File: config.mk
export PLATFORM = sky130hd
export DESIGN_NAME = rdburst_pre_seq
export DESIGN_NICKNAME = d
export VERILOG_FILES = /design/src/rtl/rdbp_pkg.sv /design/src/rtl/rdbp_cmd_fsm.sv /design/src/rtl/rdbp_beat_pipe.sv /design/src/rtl/rdburst_pre_seq.sv
export SDC_FILE = /design/constraint.sdc
export NUM_CORES = 1
export LEC_CHECK = 0
export ABC_AREA = 1
export BUFFER_PORTS_ARGS = -buffer_cell sky130_fd_sc_hd__buf_4
export CAP_MARGIN = 20
export CORE_UTILIZATION = 38
export CTS_BUF_LIST = sky130_fd_sc_hd__clkbuf_2 sky130_fd_sc_hd__clkbuf_4 sky130_fd_sc_hd__clkbuf_8
export DETAILED_ROUTE_END_ITERATION = 7
export PLACE_DENSITY_LB_ADDON = 0.12
export SYNTH_ARGS = -nofsm -noshare
export SYNTH_HDL_FRONTEND = slang
export SYNTH_SLANG_ARGS = --single-unit
File: constraint.sdc
create_clock -name clk_i -period 4 [get_ports clk_i]
set_input_delay 0.4 -clock clk_i [delete_from_list [all_inputs] [get_ports clk_i]]
set_output_delay 0.4 -clock clk_i [all_outputs]
set_load 0.03 [all_outputs]
File: src/rtl/rdbp_pkg.sv
package rdbp_pkg;
  typedef enum logic [3:0] {
    CMD_NOP = 4'b0111,
    CMD_ACT = 4'b0011,
    CMD_RD  = 4'b0101,
    CMD_PRE = 4'b0010
  } sd_cmd_e;

  typedef enum logic [1:0] {
    ST_IDLE,
    ST_RCD,
    ST_BURST
  } seq_state_e;

  localparam int FIXED_BL = 4;
  localparam int CL_MAX   = 3;
  localparam int CL_W     = $clog2(CL_MAX + 1);
  localparam int AP_BIT   = 10;
endpackage

File: src/rtl/rdbp_cmd_fsm.sv
module rdbp_cmd_fsm
  import rdbp_pkg::*;
#(
  parameter int BANK_W = 2,
  parameter int ROW_W  = 13,
  parameter int COL_W  = 9,
  parameter int ADDR_W = 13,
  parameter int TRCD   = 2,
  parameter int TRP    = 3
) (
  input  logic                clk_i,
  input  logic                rst_i,
  input  logic                req_valid_i,
  output logic                req_ready_o,
  input  logic [BANK_W-1:0]   req_bank_i,
  input  logic [ROW_W-1:0]    req_row_i,
  input  logic [COL_W-1:0]    req_col_i,
  input  logic [COL_W:0]      req_beats_i,
  input  logic                req_full_page_i,
  input  logic                req_pre_all_i,
  input  logic [CL_W-1:0]     cas_lat_i,
  output logic [3:0]          cmd_o,
  output logic [ADDR_W-1:0]   addr_o,
  output logic [BANK_W-1:0]   ba_o,
  output logic                tok_valid_o,
  output logic [COL_W-1:0]    tok_idx_o,
  output logic [CL_W-1:0]     tok_cl_o
);
  localparam int BEATS_W = COL_W + 1;
  localparam int TRCD_W  = $clog2(TRCD + 1);
  localparam int TRP_W   = $clog2(TRP + 1);
  localparam logic [BEATS_W-1:0] PAGE_BEATS = BEATS_W'(1 << COL_W);

  seq_state_e           state_q;
  sd_cmd_e              cmd_q;
  logic [ADDR_W-1:0]    addr_q;
  logic [BANK_W-1:0]    ba_q;
  logic [TRCD_W-1:0]    rcd_q;
  logic [TRP_W-1:0]     trp_q;
  logic [BEATS_W-1:0]   rem_q;
  logic [COL_W-1:0]     idx_q;
  logic [COL_W-1:0]     col_q;
  logic [CL_W-1:0]      cl_q;
  logic                 pre_all_q;
  logic [BEATS_W-1:0]   n_eff;
  logic [ADDR_W-1:0]    col_addr;
  logic [ADDR_W-1:0]    pre_addr;
  logic                 accept;

  // effective beat count: zero means one, fixed mode stops at four, page at 2^COL_W
  always_comb begin
    n_eff = req_beats_i;
    if (n_eff == '0) n_eff = BEATS_W'(1);
    if (!req_full_page_i && n_eff > BEATS_W'(FIXED_BL)) n_eff = BEATS_W'(FIXED_BL);
    if (n_eff > PAGE_BEATS) n_eff = PAGE_BEATS;
  end

  always_comb begin
    col_addr = '0;
    col_addr[COL_W-1:0] = col_q;
    col_addr[AP_BIT] = 1'b0;
    pre_addr = '0;
    pre_addr[AP_BIT] = pre_all_q;
  end

  assign req_ready_o = (state_q == ST_IDLE) && (trp_q == '0);
  assign accept      = req_valid_i && req_ready_o;

  always_ff @(posedge clk_i) begin
    if (rst_i) begin
      state_q   <= ST_IDLE;
      cmd_q     <= CMD_NOP;
      addr_q    <= '0;
      ba_q      <= '0;
      rcd_q     <= '0;
      trp_q     <= '0;
      rem_q     <= '0;
      idx_q     <= '0;
      col_q     <= '0;
      cl_q      <= '0;
      pre_all_q <= 1'b0;
    end else begin
      cmd_q  <= CMD_NOP;
      addr_q <= '0;
      if (trp_q != '0) trp_q <= trp_q - 1'b1;
      case (state_q)
        ST_IDLE: begin
          if (accept) begin
            cmd_q     <= CMD_ACT;
            addr_q    <= ADDR_W'(req_row_i);
            ba_q      <= req_bank_i;
            col_q     <= req_col_i;
            cl_q      <= cas_lat_i;
            pre_all_q <= req_pre_all_i;
            rem_q     <= n_eff - 1'b1;
            rcd_q     <= TRCD_W'(TRCD - 1);
            state_q   <= ST_RCD;
          end
        end
        ST_RCD: begin
          if (rcd_q == '0) begin
            cmd_q   <= CMD_RD;
            addr_q  <= col_addr;
            idx_q   <= '0;
            state_q <= ST_BURST;
          end else begin
            rcd_q <= rcd_q - 1'b1;
          end
        end
        ST_BURST: begin
          idx_q <= idx_q + 1'b1;
          if (rem_q == '0) begin
            cmd_q   <= CMD_PRE;
            addr_q  <= pre_addr;
            trp_q   <= TRP_W'(TRP - 1);
            state_q <= ST_IDLE;
          end else begin
            rem_q <= rem_q - 1'b1;
          end
        end
        default: state_q <= ST_IDLE;
      endcase
    end
  end

  assign cmd_o       = cmd_q;
  assign addr_o      = addr_q;
  assign ba_o        = ba_q;
  assign tok_valid_o = (state_q == ST_BURST);
  assign tok_idx_o   = idx_q;
  assign tok_cl_o    = cl_q;
endmodule

File: src/rtl/rdbp_beat_pipe.sv
module rdbp_beat_pipe
  import rdbp_pkg::*;
#(
  parameter int COL_W = 9
) (
  input  logic              clk_i,
  input  logic              rst_i,
  input  logic              tok_valid_i,
  input  logic [COL_W-1:0]  tok_idx_i,
  input  logic [CL_W-1:0]   tok_cl_i,
  output logic              rd_valid_o,
  output logic [COL_W-1:0]  rd_beat_o,
  output logic              busy_o
);
  logic [CL_MAX:1]  v_q;
  logic [COL_W-1:0] idx_q [1:CL_MAX];
  logic [CL_W-1:0]  cl_q  [1:CL_MAX];
  logic [CL_MAX:1]  hit;

  // a token moves one stage per cycle and leaves once it reaches its own latency
  always_ff @(posedge clk_i) begin
    if (rst_i) begin
      v_q <= '0;
    end else begin
      v_q[1] <= tok_valid_i;
      for (int s = 2; s <= CL_MAX; s++)
        v_q[s] <= v_q[s-1] && (cl_q[s-1] != CL_W'(s-1));
    end
    idx_q[1] <= tok_idx_i;
    cl_q[1]  <= tok_cl_i;
    for (int s = 2; s <= CL_MAX; s++) begin
      idx_q[s] <= idx_q[s-1];
      cl_q[s]  <= cl_q[s-1];
    end
  end

  for (genvar s = 1; s <= CL_MAX; s++) begin : g_hit
    assign hit[s] = v_q[s] && (cl_q[s] == CL_W'(s));
  end

  always_comb begin
    rd_beat_o = '0;
    for (int s = 1; s <= CL_MAX; s++)
      if (hit[s]) rd_beat_o = idx_q[s];
  end

  assign rd_valid_o = |hit;
  assign busy_o     = |v_q;
endmodule

File: src/rtl/rdburst_pre_seq.sv
module rdburst_pre_seq
  import rdbp_pkg::*;
#(
  parameter int BANK_W = 2,
  parameter int ROW_W  = 13,
  parameter int COL_W  = 9,
  parameter int ADDR_W = 13,
  parameter int TRCD   = 2,
  parameter int TRP    = 3
) (
  input  logic               clk_i,
  input  logic               rst_i,
  input  logic               req_valid_i,
  output logic               req_ready_o,
  input  logic [BANK_W-1:0]  req_bank_i,
  input  logic [ROW_W-1:0]   req_row_i,
  input  logic [COL_W-1:0]   req_col_i,
  input  logic [COL_W:0]     req_beats_i,
  input  logic               req_full_page_i,
  input  logic               req_pre_all_i,
  input  logic [1:0]         cas_lat_i,
  output logic [3:0]         cmd_o,
  output logic [ADDR_W-1:0]  addr_o,
  output logic [BANK_W-1:0]  ba_o,
  output logic               dqm_o,
  output logic               rd_valid_o,
  output logic [COL_W-1:0]   rd_beat_o
);
  logic              tok_valid;
  logic [COL_W-1:0]  tok_idx;
  logic [CL_W-1:0]   tok_cl;
  logic              pipe_busy;

  rdbp_cmd_fsm #(
    .BANK_W(BANK_W), .ROW_W(ROW_W), .COL_W(COL_W),
    .ADDR_W(ADDR_W), .TRCD(TRCD), .TRP(TRP)
  ) u_fsm (
    .clk_i           (clk_i),
    .rst_i           (rst_i),
    .req_valid_i     (req_valid_i),
    .req_ready_o     (req_ready_o),
    .req_bank_i      (req_bank_i),
    .req_row_i       (req_row_i),
    .req_col_i       (req_col_i),
    .req_beats_i     (req_beats_i),
    .req_full_page_i (req_full_page_i),
    .req_pre_all_i   (req_pre_all_i),
    .cas_lat_i       (cas_lat_i),
    .cmd_o           (cmd_o),
    .addr_o          (addr_o),
    .ba_o            (ba_o),
    .tok_valid_o     (tok_valid),
    .tok_idx_o       (tok_idx),
    .tok_cl_o        (tok_cl)
  );

  rdbp_beat_pipe #(.COL_W(COL_W)) u_pipe (
    .clk_i       (clk_i),
    .rst_i       (rst_i),
    .tok_valid_i (tok_valid),
    .tok_idx_i   (tok_idx),
    .tok_cl_i    (tok_cl),
    .rd_valid_o  (rd_valid_o),
    .rd_beat_o   (rd_beat_o),
    .busy_o      (pipe_busy)
  );

  // mask released only while a read is being issued or its beats are in flight
  assign dqm_o = !(tok_valid || pipe_busy);
endmodule

-- Word-level counts from Yosys, hierarchy flattened
Memory sizes are Yosys's and may differ from the RTL's.
Cells that the tools add are included.
- memory bits (writable): 33
- output and inout port bits: 31
- flip-flop bits (word level): 59
- bits of input ports: 41
- logic and storage cells: 88
- memories kept: 2
- memories (name ; depth ; width ; rd ports ; clocked after memory_dff ; write ports ; RTL line ; text):
    u_pipe.idx_q ; 3 ; 9 ; 3 ; 0 ; 3 ; rdbp_beat_pipe.sv:16 ; logic [COL_W-1:0] idx_q [1:CL_MAX];
    u_pipe.cl_q ; 3 ; 2 ; 3 ; 0 ; 3 ; rdbp_beat_pipe.sv:17 ; logic [CL_W-1:0] cl_q [1:CL_MAX];
- $add $sub $neg: 5
- reduce and logical (&&, ||, !) cells: 27
- equal/unequal tests: 12
- order comparisons: 2
- multiplexer cells: 28
- operators by type and width (cell ; number):
    10-bit two-way mux ; 5
    9-bit two-way mux ; 5
    13-bit case mux with 3 select lines ; 1
    10-bit zero test ; 2
    10-bit case mux with 2 select lines ; 1
    10-bit by 1-bit subtractor with 10-bit output, second input constant ; 2
    9-bit case mux with 2 select lines ; 1
    2-bit two-way mux ; 8
    13-bit two-way mux ; 1
    4-bit case mux with 3 select lines ; 1
    11-bit two-way mux ; 1
    10-bit > comparator, second input constant ; 1
    10-bit by 3-bit > comparator with 1-bit output, second input constant ; 1
    9-bit by 1-bit adder with 9-bit output, second input constant ; 1
    3-bit AND reduction ; 3
    1-bit logical AND ; 8
    2-bit by 1-bit != test with 1-bit output, second input constant ; 4
    2-bit nonzero test ; 4
    2-bit == test, second input constant ; 3
    2-bit zero test ; 3
    3-bit two-way mux ; 2
    2-bit != test, second input constant ; 3
    2-bit case mux with 3 select lines ; 1
    3-bit OR reduction ; 2
    6 further kinds ; 10

-- Logic depth before layout (Yosys ltp)
Gate-level depths: netlist of the first run.
- depth in word-level cells: 10
- depth in mapped cells: 21
- mapped depth without buffers: 21

-- Modules after synthesis
A second synthesis of the first run with hierarchy kept.
- cell total of the unflattened synthesis: 481
- area, all modules: 3721.1 µm²
- by module, submodules not included (module ; sequential area each (µm²) ; area an instance (µm²) ; instances ; cells an instance):
    rdbp_cmd_fsm ; 1101.1 ; 2592.5 ; 1 ; 359
    rdbp_beat_pipe ; 720.7 ; 1124.8 ; 1 ; 121
    rdburst_pre_seq ; 0.0 ; 3.8 ; 1 ; 1

-- Worst setup path after synthesis of the first run
Ideal clock, no wire load.
- path type: input -> register
- start point: input req_beats_i[5]
- end point: register u_fsm.rem_q[8]
- stages on the path: 21
- slack: 1.846 ns
- path buffers: 0
- data arrival time: 2.046 ns
- required time: 3.891 ns
- setup time: 0.109 ns
- path through: nor2_1 -> nand2_1 -> nor2_2 -> nand2_2 -> nand2_8 -> nand2_2 -> nand2_2 -> nor2_2 -> nand2_2 -> nand2_4 -> nand2_2 -> nand2_4 -> inv_2 -> ha_1 -> nand3_2 -> nor2_2 -> nand3_1 -> nand2_1 -> nand3_1 -> nand2_1 -> inv_1
- longest elaborated chain between the ends: 10
- ends and longest elaborated chain (item ; RTL line ; text):
    from (decl) ; rdburst_pre_seq.sv:18 ; input logic [COL_W:0] req_beats_i,
    10-bit zero test ; rdbp_cmd_fsm.sv:53 ; if (n_eff == '0) n_eff = BEATS_W'(1);
    10-bit two-way mux (*) ; rdbp_cmd_fsm.sv:53 ;
    10-bit by 3-bit > comparator with 1-bit output ; rdbp_cmd_fsm.sv:54 ; if (!req_full_page_i && n_eff > BEATS_W'(FIXED_BL)) n_eff = BEATS_W'(FIXED_BL);
    1-bit logical AND ; rdbp_cmd_fsm.sv:54 ;
    10-bit two-way mux (*) ; rdbp_cmd_fsm.sv:54 ;
    10-bit > comparator ; rdbp_cmd_fsm.sv:55 ; if (n_eff > PAGE_BEATS) n_eff = PAGE_BEATS;
    10-bit two-way mux (*) ; rdbp_cmd_fsm.sv:55 ;
    10-bit by 1-bit subtractor with 10-bit output (*) ; rdbp_cmd_fsm.sv:95 ; rem_q <= n_eff - 1'b1;
    10-bit two-way mux (*) ; rdbp_cmd_fsm.sv:88 ; if (accept) begin
    10-bit case mux with 2 select lines (*) ; rdbp_cmd_fsm.sv:86 ; case (state_q)
    to (signal assigned) ; rdbp_cmd_fsm.sv:95 ;
    to (signal assigned) ; rdbp_cmd_fsm.sv:118 ; rem_q <= rem_q - 1'b1;
    to (decl) ; rdbp_cmd_fsm.sv:40 ; logic [BEATS_W-1:0] rem_q;
Every way passes the cells marked *; elsewhere a longest branch is shown, timed or not. The select of a mux whose other input is x is not followed.
A chain may end at the register's enable or synchronous reset.

==> results of run 1 <==
==> per-layer routing <==
| layer | vias to the layer above | GRT usage [%] | routed length (um) |
|---|---|---|---|
| met5 | - | 0 | 0 |
| met4 | 0 | 6.020 | 112 |
| met3 | 11 | 3.467 | 288 |
| met2 | 54 | 27.77 | 3789 |
| met1 | 1443 | 21.36 | 3754 |
| li1 | 1662 | - | - |
==> state kept, by name, summed over array words and instances, names as in the netlist, 3 cells and up <==
register / cells
u_pipe.cl_q: 6
u_fsm.col_q: 9
u_fsm.addr_o: 13
u_fsm.tok_idx_o: 9
u_pipe.v_q: 3
u_pipe.idx_q: 27
u_fsm.rem_q: 10
u_fsm.cmd_o: 3
==> cell usage after synthesis (all sizes together) <==
cell	instances
clkbuf	10
a21oi	28
inv	47
nor4	4
o21bai	1
o41ai	1
o21ai	18
a31oi	11
nor3	3
o22ai	2
a22oi	9
buf	8
nand4	15
ha	3
nand3	28
nand2	109
conb	1
o221a	1
a32o	1
o21a	1
dfxtp	91
nor2	68
mux2i	1
clkinv	2
a221oi	1
nor3b	1
o2111ai	1
==> cells in the final DEF (no fill, tap or decap), types with 7 or more instances in the layout <==
| master | n |
|---|---|
| a21oi_1 | 28 |
| a22oi_1 | 9 |
| a31oi_1 | 11 |
| buf_4 | 72 |
| clkbuf_8 | 9 |
| dfxtp_1 | 91 |
| inv_1 | 45 |
| nand2_1 | 92 |
| nand2_2 | 9 |
| nand2_4 | 7 |
| nand3_1 | 24 |
| nand4_1 | 15 |
| nor2_1 | 58 |
| nor2_2 | 7 |
| o21ai_0 | 18 |
==> worst paths after layout <==
kind | start | endpoint | slack (ps) | cells past startpoint
max | u_pipe.cl_q[0][4] | rd_beat_o[6] | 1460 | 7
min | req_row_i[11] | u_fsm.addr_o[11] | 270 | 3
min reg2reg | u_pipe.idx_q[0][12] | u_pipe.idx_q[0][21] | 350 | 0
max reg2reg | u_fsm.state_q[0] | u_fsm.rem_q[3] | 1570 | 9
==> per-stage QoR <==
stage | util, % | power, mW | cells
2_1_floorplan | - | 1.276 | 466
3_3_place_gp | 46.24 | 1.384 | 649
3_5_place_dp | 46.24 | 1.388 | 649
4_1_cts | 48.68 | 2.089 | 665
5_1_grt | 48.68 | 2.180 | 665
6_report | 48.68 | 2.062 | 665
==> where the power goes <==
part           internal [mW]  switching, mW  leakage, nW
clock network          0.368          0.328        0.116
registers              0.963         0.0370        0.742
logic                  0.134          0.232         1.16
total                   1.46          0.597         2.02
==> kinds of logic (layout without fill, tap and decap cells) <==
family                     count (synthesis)  after routing  share of synthesized area [%]
AOI/OAI and AO/OA                         75             75                          11.88
adders and majority gates                  3              3                          1.010
buffers and inverters                     67            137                          7.338
DFF                                       91             91                          49.01
muxes                                      1              1                         0.6058
other                                      1              1                         0.1009
and+or+nand+nor                          228            228                          30.06
==> worst register-to-register path: stages (launching register included) <==
cell and delay (ps):
dfxtp_1 340, nor4_2 360, nand2_1 410, inv_1 140
buf_4 300, nor2_1 130, inv_1 340, o21ai_0 140
o21bai_1 180, inv_1 50
==> final cells by class <==
class,count,area (um^2)
inverters,49,186.4
repair buffers,72,540.5
clock inverters,6,97.59
fillers,985,4810
well taps,129,161.4
clock buffers,10,131.4
flip-flops and latches,91,1822
multi-input cells,308,1623
==> metrics.txt, run 1 <==
Synth Warn # 0; number of max-cap violations 0; worst relative slew slack 54.91%; via count 3170; Worst-Margin Slew 673.8 ps; VDD IR max 0.0001994 V; max incr delay on CP 480 ps; WL/cell 11.95 um; maximum buffer depth of the clock tree 2; vias in the first global route 2923; post-synthesis cell count 466; row count 35; num ports 72; Worst-path clk slew 80 ps; final hold violations 0; ordered list of cells on the worst path inv_1 -> nand2_1 -> nor2_1 -> clkinv_1 -> nand4_1 -> a31oi_1 -> buf_4; Netlist cell types 40; # port buffers 70; crit-path leading delay family simple AND/OR/NAND/NOR gates; Nets 575; Final Setup Violations 0; CTS Buf Count 9; initial antenna violation count 0; DP Wirelength 5738 um; final worst-path cycle share 63.42%; Die Span Y 100.9 um; Final min period 2537 ps; First-pass DRT Iterations 5; CTS tree built; starting density of the core 39.67%; post-CTS setup buffer count 0; final instance area 0.004562 mm^2; crit path max-delay cell type nor2_1; Worst Path Buf+Inv 3; register bit count reported by yosys 91; worst hold margin 268.6 ps; grt ovf 0; first-pass GRT wire length 13340 um; RSZ-0062 raised after global routing no; worst slack, placed 1483 ps; core area 0.009371 mm^2; Max Slew Vio Count 0; arrival time worst endpoint 2140 ps; cell taking the most area after synthesis dfxtp_1; layout cells sized above 1 23.32%; fin worst setup slack 1463 ps; Seq/Total Area, Yosys 49.01%; post-synthesis cell area 0.003717 mm^2; DR iter-0 viols 150; via/cell ratio 4.767; top cell type's share of synthesized area 49.01%; largest net degree at the start of global routing 41; die area 0.01018 mm^2; Die Wd 100.9 um; worst skew pair latency 350 ps; Sum Neg Setup Slack 0 ps; top area cells in the synthesized netlist dfxtp_1, nand2_1, nor2_1, inv_1, a21oi_1; clk sinks 91; # hold bufs at CTS 0; maximum fanout along the worst path 10; Leak Pwr 2.018 nW; Startpoint Class flop; CP Capture Type output port; post-CTS sizing 0; hold crit path type input pin to flop; Layout area overhead 22.72%; Max Clk Rate 394.2 MHz; placed cell areas 0.004333 mm^2; Total GRT Usage 16.69%; clock root buffer clkbuf_8; Required @ worst endpoint 3600 ps; Setup Skew 8.923 ps; # diodes 0; Critical Setup Path Class flop to output port; Post-Syn Nets 510; DRC 0; status completed; final wirelength 7945 um; pwr dens 451.9 mW/mm^2; ANT nets after route 0; H-tree depth 3; Mean Syn Cell Area 7.977 um^2; GPL Wtd Cong 0.8889
No activity file was read; power rests on OpenSTA's default activity.
==> run 2: changes to the inputs <==
==> constraint.sdc (replaced) <==
create_clock -name clk_i -period 2.62 [get_ports clk_i]
set_input_delay 0.262 -clock clk_i [delete_from_list [all_inputs] [get_ports clk_i]]
set_output_delay 0.262 -clock clk_i [all_outputs]
set_load 0.03 [all_outputs]
==> run 2 against run 1 <==
  * Sequential power rose by 52%
  * Via count fell by 1.0%
  * Clock power rose by 45%
  * Worst hold slack got worse by 140 ps
  * Register-to-register slack got worse by 990 ps
  * Flip-flop and latch count did not move
  * Cell area rose by 0.52%
  * Cell count rose by 0.75%
  * Utilization rose by 0.25 points
  * Combinational power rose by 55%
  * Highest routed layer unchanged
==> metrics.txt, run 2 (same netlist as run 1, synthesis figures left out) <==
worst relative slew slack 56.67%; grt ovf 0; clock root buffer clkbuf_8; GPL Wtd Cong 0.9021; reg2reg start u_fsm.rem_q[5]; Sw Ratio 30.06%; Die Wd 100.9 um; power share of the sequential group 49.1%; largest net degree at the start of global routing 41; # hold bufs at CTS 0; Setup Skew 12.82 ps; Filler cells 973; RSZ-0062 raised after global routing no; Internal Power 2.171 mW; clk sinks 91; Layout area overhead 23.36%; number of max-cap violations 0; Max Clk Rate 489.8 MHz; post-CTS setup buffer count 0; most common cell after layout, fill and taps aside nand2_1; clock share of power 32.5%; first-pass GRT wire length 13500 um; row count 35; DP Wirelength 5799 um; largest register by flop count u_pipe.idx_q; num ports 72; final worst-path cycle share 77.93%; WL/cell 11.73 um; CTS tree built; via/cell ratio 4.682; Final min period 2042 ps; die area 0.01018 mm^2; Max Slew Vio Count 0; combinational group share of total power 18.3%; pwr dens 676.8 mW/mm^2; area of the multi-input gates 0.001623 mm^2; # diodes 0; maximum buffer depth of the clock tree 2; status completed; Final Setup Violations 0; Critical Path Start u_fsm.rem_q[5]; Critical Setup Path Class flop to flop; Die Span Y 100.9 um; VDD IR max 0.0003473 V; H-tree depth 3; hold crit path type input pin to flop; First-pass DRT Iterations 4; starting density of the core 39.67%; final wirelength 7859 um; Nets 580; FF-to-FF setup slack 580 ps; Required @ worst endpoint 2870 ps; Worst-Margin Slew 647.6 ps; via count 3137; DR iter-0 viols 140; worst hold margin 124.1 ps; worst r2r dst u_fsm.rem_q[3]; worst skew pair latency 350 ps; DRC 0; ANT nets after route 0; post-CTS sizing 0; Sum Neg Setup Slack 0 ps; layout cells sized above 1 24.03%; Startpoint Class flop; CP Capture Type flop; NetSw 933.1 uW; Total GRT Usage 16.84%; maximum fanout along the worst path 17; # port buffers 70; max reg flops 27; Leak Pwr 2.034 nW; core area 0.009371 mm^2; final hold violations 0; arrival time worst endpoint 2290 ps; CTS Buf Count 9; crit path capture u_fsm.rem_q[3]; Storage cell area 0.001822 mm^2; commonest non-fill, non-tap cells in the layout nand2_1, dfxtp_1, buf_4, nor2_1, inv_1; initial antenna violation count 0; Pwr Total 3.104 mW; Worst Reg-to-Reg Cells 9; vias in the first global route 2947; Worst-path clk slew 100 ps
==> run 2: cell types whose count changed in the layout (fill, tap and decap cells not counted), sizes merged <==
cell      delta
inv          +2
clkinv       -2
bufinv       -1
clkinvlp     +1
buf          +5
==> run 2: power by group through the flow <==
| stage | Clock [mW] | Sequential, mW | Combinational, mW |
|---|---|---|---|
| 5_1_grt | 1.11 | 1.54 | 0.641 |
| 2_1_floorplan | 0 | 1.58 | 0.368 |
| 6_report | 1.01 | 1.52 | 0.569 |
| 4_1_cts | 1.05 | 1.53 | 0.576 |
| 3_5_place_dp | 0 | 1.56 | 0.574 |
| 3_3_place_gp | 0 | 1.56 | 0.567 |
==> run 2: through the flow <==
stage | cells | worst slack (ps) | utilization (%) | instance area, um^2
global placement | 654 | 329.5 | 46.64 | 4370
finish | 670 | 578.4 | 48.93 | 4586
detailed placement | 654 | 257.2 | 46.64 | 4370
floorplan | 466 | 556.6 | - | 3717
CTS | 670 | 548.5 | 48.93 | 4586
global route | 670 | 278.2 | 48.93 | 4586
==> run 2: how the worst min path moves through the flow <==
stage	depth (start not counted)	start	to
after global routing	3	req_row_i[12]	u_fsm.addr_o[12]
after detailed placement	0	u_fsm.tok_cl_o[1]	u_pipe.cl_q[0][3]
after floorplan	0	u_pipe.cl_q[0][2]	u_pipe.cl_q[0][4]
after global placement	0	u_pipe.idx_q[0][12]	u_pipe.idx_q[0][21]
final	3	req_row_i[11]	u_fsm.addr_o[11]
after CTS	3	req_row_i[11]	u_fsm.addr_o[11]
==> run 2: worst max-delay path: stages, from the launching register on <==
cell and delay (ps):
dfxtp_1 350, nor4_1 290, nand3_1 140, nor3_2 240
nor2_1 100, nor2_1 180, inv_1 250, o21ai_0 220
o21bai_1 120, inv_1 40
==> run 2: area by class of cell <==
| type | instances | area share (%) |
|---|---|---|
| Clock inverter | 6 | 1.692 |
| Inverter | 49 | 4.065 |
| Multi-Input combinational cell | 308 | 35.39 |
| Sequential cell | 91 | 39.73 |
| Clock buffer | 10 | 3.001 |
| Timing Repair Buffer | 77 | 12.61 |
| Tap cell | 129 | 3.520 |
==> run 2: layer usage <==
layer  vias up  part of all wire (%)  global-route usage, %
li1       1666                     -                      -
met1      1415                    49                  21.76
met2        46                    47                  27.56
met3        10                   2.5                  3.121
met4         0                   1.5                  7.135
met5         -                     0                      0
